$ cat src/rtl/psd_pkg.sv
package psd_pkg;

    typedef enum logic {
        CH_TRACK = 1'b0,
        CH_BLANK = 1'b1
    } chan_state_e;

    localparam int SENSE_W       = 2;
    localparam int SENSE_EN_BIT  = 1;
    localparam int SENSE_INV_BIT = 0;

    function automatic logic sense_hit(input logic lvl, input logic [SENSE_W-1:0] fld);
        return (lvl ^ fld[SENSE_INV_BIT]) & fld[SENSE_EN_BIT];
    endfunction

endpackage

$ cat src/rtl/psd_sense_eval.sv
module psd_sense_eval #(
    parameter int NPINS = 32
) (
    input  logic [NPINS-1:0]                   pin_in,
    input  logic [psd_pkg::SENSE_W*NPINS-1:0]  sense_cfg,
    output logic [NPINS-1:0]                   det_raw
);
    localparam int FW = psd_pkg::SENSE_W;

    for (genvar p = 0; p < NPINS; p++) begin : g_pin
        assign det_raw[p] = psd_pkg::sense_hit(pin_in[p], sense_cfg[FW*p +: FW]);
    end
endmodule

$ cat src/rtl/psd_latch_bank.sv
module psd_latch_bank #(
    parameter int NPINS = 32
) (
    input  logic             clk,
    input  logic             rst_n,
    input  logic [NPINS-1:0] det_raw,
    input  logic             clr_en,
    input  logic [NPINS-1:0] clr_mask,
    output logic [NPINS-1:0] det_q,
    output logic [NPINS-1:0] latch_q,
    output logic [NPINS-1:0] latch_nxt
);
    logic [NPINS-1:0] clr_eff;

    always_comb begin
        clr_eff   = clr_en ? clr_mask : '0;
        latch_nxt = (latch_q & ~clr_eff) | det_raw;
    end

    always_ff @(posedge clk or negedge rst_n) begin
        if (!rst_n) begin
            det_q   <= '0;
            latch_q <= '0;
        end else begin
            det_q   <= det_raw;
            latch_q <= latch_nxt;
        end
    end
endmodule

$ cat src/rtl/psd_detect_chan.sv
module psd_detect_chan #(
    parameter int HOLD_CYCLES = 2
) (
    input  logic clk,
    input  logic rst_n,
    input  logic mode_we,
    input  logic mode_wdata,
    input  logic any_det,
    input  logic any_latch,
    input  logic rearm_req,
    output logic mode_q,
    output logic detect_o,
    output logic event_o
);
    import psd_pkg::*;

    localparam int CW = (HOLD_CYCLES > 1) ? $clog2(HOLD_CYCLES) : 1;
    localparam logic [CW-1:0] LOAD = CW'(HOLD_CYCLES - 1);

    chan_state_e   state_q, state_nxt;
    logic [CW-1:0] cnt_q, cnt_nxt;
    logic          prev_q;
    logic          rearm;

    assign rearm = rearm_req & mode_q;

    always_comb begin
        state_nxt = state_q;
        cnt_nxt   = cnt_q;
        unique case (state_q)
            CH_TRACK: begin
                if (rearm) begin
                    state_nxt = CH_BLANK;
                    cnt_nxt   = LOAD;
                end
            end
            CH_BLANK: begin
                if (rearm) begin
                    cnt_nxt = LOAD;
                end else if (cnt_q == '0) begin
                    state_nxt = CH_TRACK;
                end else begin
                    cnt_nxt = cnt_q - CW'(1);
                end
            end
            default: begin
                state_nxt = CH_TRACK;
            end
        endcase
    end

    always_ff @(posedge clk or negedge rst_n) begin
        if (!rst_n) begin
            state_q <= CH_TRACK;
            cnt_q   <= '0;
            mode_q  <= 1'b0;
            prev_q  <= 1'b0;
        end else begin
            state_q <= state_nxt;
            cnt_q   <= cnt_nxt;
            prev_q  <= detect_o;
            if (mode_we) begin
                mode_q <= mode_wdata;
            end
        end
    end

    always_comb begin
        detect_o = 1'b0;
        unique case (state_q)
            CH_TRACK: detect_o = mode_q ? any_latch : any_det;
            CH_BLANK: detect_o = 1'b0;
            default:  detect_o = 1'b0;
        endcase
        event_o = detect_o & ~prev_q;
    end
endmodule

$ cat src/rtl/pin_sense_detect.sv
module pin_sense_detect #(
    parameter int NPINS       = 32,
    parameter int NOUT        = 2,
    parameter int HOLD_CYCLES = 2
) (
    input  logic                  clk,
    input  logic                  rst_n,
    input  logic [NPINS-1:0]      pin_in,
    input  logic [2*NPINS-1:0]    sense_cfg,
    input  logic                  latch_we,
    input  logic [NPINS-1:0]      latch_wdata,
    input  logic [NOUT-1:0]       mode_we,
    input  logic [NOUT-1:0]       mode_wdata,
    output logic [NPINS-1:0]      latch_o,
    output logic [NOUT-1:0]       detect_o,
    output logic [NOUT-1:0]       event_o
);
    logic [NPINS-1:0] det_raw;
    logic [NPINS-1:0] det_q;
    logic [NPINS-1:0] latch_nxt;
    logic [NOUT-1:0]  mode_vec;
    logic             rearm_req;
    logic             any_det;
    logic             any_latch;

    psd_sense_eval #(.NPINS(NPINS)) u_eval (
        .pin_in    (pin_in),
        .sense_cfg (sense_cfg),
        .det_raw   (det_raw)
    );

    psd_latch_bank #(.NPINS(NPINS)) u_bank (
        .clk       (clk),
        .rst_n     (rst_n),
        .det_raw   (det_raw),
        .clr_en    (latch_we),
        .clr_mask  (latch_wdata),
        .det_q     (det_q),
        .latch_q   (latch_o),
        .latch_nxt (latch_nxt)
    );

    assign rearm_req = latch_we & (|latch_wdata) & (|latch_nxt);
    assign any_det   = |det_q;
    assign any_latch = |latch_o;

    for (genvar c = 0; c < NOUT; c++) begin : g_chan
        psd_detect_chan #(.HOLD_CYCLES(HOLD_CYCLES)) u_chan (
            .clk        (clk),
            .rst_n      (rst_n),
            .mode_we    (mode_we[c]),
            .mode_wdata (mode_wdata[c]),
            .any_det    (any_det),
            .any_latch  (any_latch),
            .rearm_req  (rearm_req),
            .mode_q     (mode_vec[c]),
            .detect_o   (detect_o[c]),
            .event_o    (event_o[c])
        );
    end
endmodule

$ cat config.mk
export PLATFORM = sky130hd
export DESIGN_NAME = pin_sense_detect
export DESIGN_NICKNAME = d
export VERILOG_FILES = /design/src/rtl/psd_pkg.sv /design/src/rtl/psd_sense_eval.sv /design/src/rtl/psd_latch_bank.sv /design/src/rtl/psd_detect_chan.sv /design/src/rtl/pin_sense_detect.sv
export SDC_FILE = /design/constraint.sdc
export NUM_CORES = 1
export LEC_CHECK = 0
export ABC_AREA = 0
export BUFFER_PORTS_ARGS = -buffer_cell sky130_fd_sc_hd__clkbuf_2
export CELL_PAD_IN_SITES_DETAIL_PLACEMENT = 1
export CELL_PAD_IN_SITES_GLOBAL_PLACEMENT = 1
export CORE_MARGIN = 1.5
export CORE_UTILIZATION = 34
export DETAILED_ROUTE_END_ITERATION = 8
export GPL_TIMING_DRIVEN = 0
export PLACE_DENSITY = 0.88
export SYNTH_ARGS = -nofsm -noshare
export SYNTH_HDL_FRONTEND = slang
export SYNTH_SLANG_ARGS = --single-unit
export TNS_END_PERCENT = 20
$ cat constraint.sdc
create_clock -name clk -period 2.1 [get_ports clk]
set_input_delay 0.105 -clock clk [delete_from_list [all_inputs] [get_ports clk]]
set_output_delay 0.105 -clock clk [all_outputs]
set_load 0.02 [all_outputs]
==> run summary <==
Core area = 0.00933 sq mm
RSZ-0062 raised after global routing = yes
Fin. Hold Viols = 0
Nets = 598
CP delay by family, top = simple AND/OR/NAND/NOR gates
CP Cell Sequence = nor4_2, nand4_1, or2_4, nor2_4, a211oi_4, buf_4, buf_6
Arrival time of the worst setup path = 1.97 ns
Max stage delay cell, worst path = dfrtp_1
Area post-placement = 0.00433 sq mm
Critical Path Start Type = flip-flop
Starting Density = 35.2%
Kind of end point of the critical path = output pin
Drt wl/cell = 17.2 microns
CP bufs+invs = 2
Cts bufs inserted = 9
Post-synth top area share = 54.8%
DR iter-0 viols = 87
Overall Global Routing Usage = 20.7%
Count leader, synth = dfrtp_1
Number of global-route vias before repair = 3220
CTS Sinks = 72
Die area = 0.0103 sq mm
Io pins = 171
Final min period = 2.07 ns
Vias = 2963
Clk slew on worst S/H paths = 0.07 ns
Detailed placement HPWL = 8190 microns
Non-Filler Instances = 596
Global placer's final weighted congestion = 0.804
VDD IR max = 0.328 mV
Worst slack, placed = -0.175 ns
Worst rel slew slack = 66.2%
Seq pwr share = 46.8%
Number of flops mapped to enable cells by yosys = 0
Count of buffers from port buffering = 170
Detailed-route vias per instance = 4.97
Syn Std Cell Area = 0.00329 sq mm
Placed Instances = 577
Switching Share = 30.4%
CTS tree = built
Fin. max-slew vios = 0
Leakage power = 0.00234 uW
Layout cells sized above 1 = 55.2%
Final setup fails = 0
Kind of critical path = reg2out
Syn Area/Cell = 11.9 sq um
Cell row count = 35
Least-Margin Pin Slew = 0.503 ns
Initial DRT Pass Iterations = 4
Clock share of power = 28.4%
Die width = 101 microns
Synthesized instance count = 277
Clk_lat worst skew = 0.33 ns
Commonest cells post-synth = dfrtp_1, xor2_1, and2_1, nor4_1, or2_2
Initial antenna violation count = 0
Worst Path Max Fanout = 3
Worst setup margin = 0.0290 ns
DRT Wirelength = 10300 microns
H-tree depth = 3
DR DRC count = 0
Netlist cell types = 27
Max-cap violations = 0
Final core utilization = 51.4%
Final clock skew = 0.00762 ns
Final period util = 98.6%
Gate power share = 24.8%
CP peak stage delay = 0.37 ns
Largest net degree at the start of global routing = 48
Internal power = 2570 uW
FMAX = 0.483 GHz
First-pass GRT wire length = 16100 microns
Yosys warns = 0
Fin area = 0.00480 sq mm
Cell taking the most area after synthesis = dfrtp_1
Antenna Cells = 0
Number of routed nets with antenna violations = 0
Worst Path Required = 2.00 ns
Commonest register cell after synthesis = dfrtp_1
Worst Hold Class = in2reg
Root buf cell = clkbuf_8
Register area share after synthesis = 54.8%
Power Dens Cells = 770 mW/mm^2
Synthesized net count = 412
Post-synth ARST share = 100%
Syn-to-layout area delta = 45.9%
Longest Clk Path Bufs = 2
Ranking of synthesized cells by area = dfrtp_1, xor2_1, and2_1
Die Y = 101 microns
Status = completed
GRT Residual Overflow = 0
Synth Register Bits = 72
Net Switching = 1120 uW
final timing paths:
kind,from,endpoint,slack [ns],cells past startpoint
min,mode_wdata[1],g_chan[1].u_chan.mode_q,0.01,2
max in group asynchronous,rst_n,u_bank.latch_q[25],1.28,3
min reg2reg,g_chan[1].u_chan.state_q,g_chan[1].u_chan.prev_q,0.50,1
max,u_bank.det_q[2],detect_o[0],0.03,7
min in group asynchronous,rst_n,u_bank.det_q[15],0.26,2
max reg2reg,u_bank.latch_q[26],g_chan[0].u_chan.state_q,0.04,5
sequential cells by signal, summed over array words and instances, names as in the netlist:
name,cells
g_chan.u_chan.prev_q,2
g_chan.u_chan.cnt_q,2
g_chan.u_chan.state_q,2
u_bank.latch_q,32
u_bank.det_q,32
g_chan.u_chan.mode_q,2
what timing repair did:
action | CTS | global route
gates resized for setup | 37 | 16
endpoints found under the setup margin | 8 | 8
buffers inserted | 2 | 3
hold buffers | 1 | 0
pin swaps | 16 | 6
hold endpoints to repair | 25 | 0
cell families after synthesis:
group                  share of synthesized area [%]
flip-flops                                      54.8
buffers and inverters                           2.06
XOR/XNOR                                        8.53
AO/OA/AOI/OAI                                   14.2
AND/OR/NAND/NOR                                 19.7
multiplexers                                   0.685
final cells by class:
type	instances	area [sq um]
flip-flops and latches	72	1810
multi-input cells	196	1630
plain buffers	5	45.0
fillers	1064	4530
inverters	2	7.51
well taps	129	161
repair buffers	177	961
clock buffers	11	141
clock inverters	4	45.0
power by group through the flow:
stage | combinational, uW | sequential (uW) | clock (uW)
2_1_floorplan | 341 | 1790 | 0
3_3_place_gp | 792 | 1690 | 0
3_5_place_dp | 833 | 1710 | 0
4_1_cts | 884 | 1720 | 1080
5_1_grt | 993 | 1750 | 1130
6_report | 916 | 1730 | 1050
per-stage QoR:
stage                     hold slack [ns]  power [uW]  setup TNS [ns]
final                              0.0143        3690               0
after global routing              0.00996        3880          -0.276
after CTS                         0.00393        3680         -0.0711
after detailed placement           0.0788        2540          -0.680
after global placement              0.344        2490          -0.441
after floorplan                    -0.191        2130               0
per-layer routing:
metal  routed length [microns]  track usage [%]  vias to the layer above  share of wire [%]
met5                         0                0                        -                  0
met4                       163             8.12                        0                1.6
met3                       349             3.17                       10                3.4
met2                      5880             39.4                       85                 57
met1                      3860             23.0                     1486                 38
li1                          -                -                     1382                  -
cell usage in the layout, fill, tap and decap left out, types with 2 or more instances in the layout:
cell	instances
xor2_1	32
a21boi_0	11
nand4_1	10
a21o_1	14
a2111oi_1	4
inv_1	2
nor2_4	3
a2111oi_2	9
buf_4	8
clkbuf_8	10
a22o_1	4
a211oi_4	2
or2_2	17
mux2_2	2
a21o_2	2
clkbuf_2	165
buf_6	4
clkinv_2	3
a21boi_1	5
and2_1	24
dfrtp_1	69
nor4_2	6
buf_8	2
nor4_1	12
dfrtp_2	3
a2111oi_0	3
nand2_1	15
nor4_4	6
and2_2	8
Power figures use the tool's default switching activity.
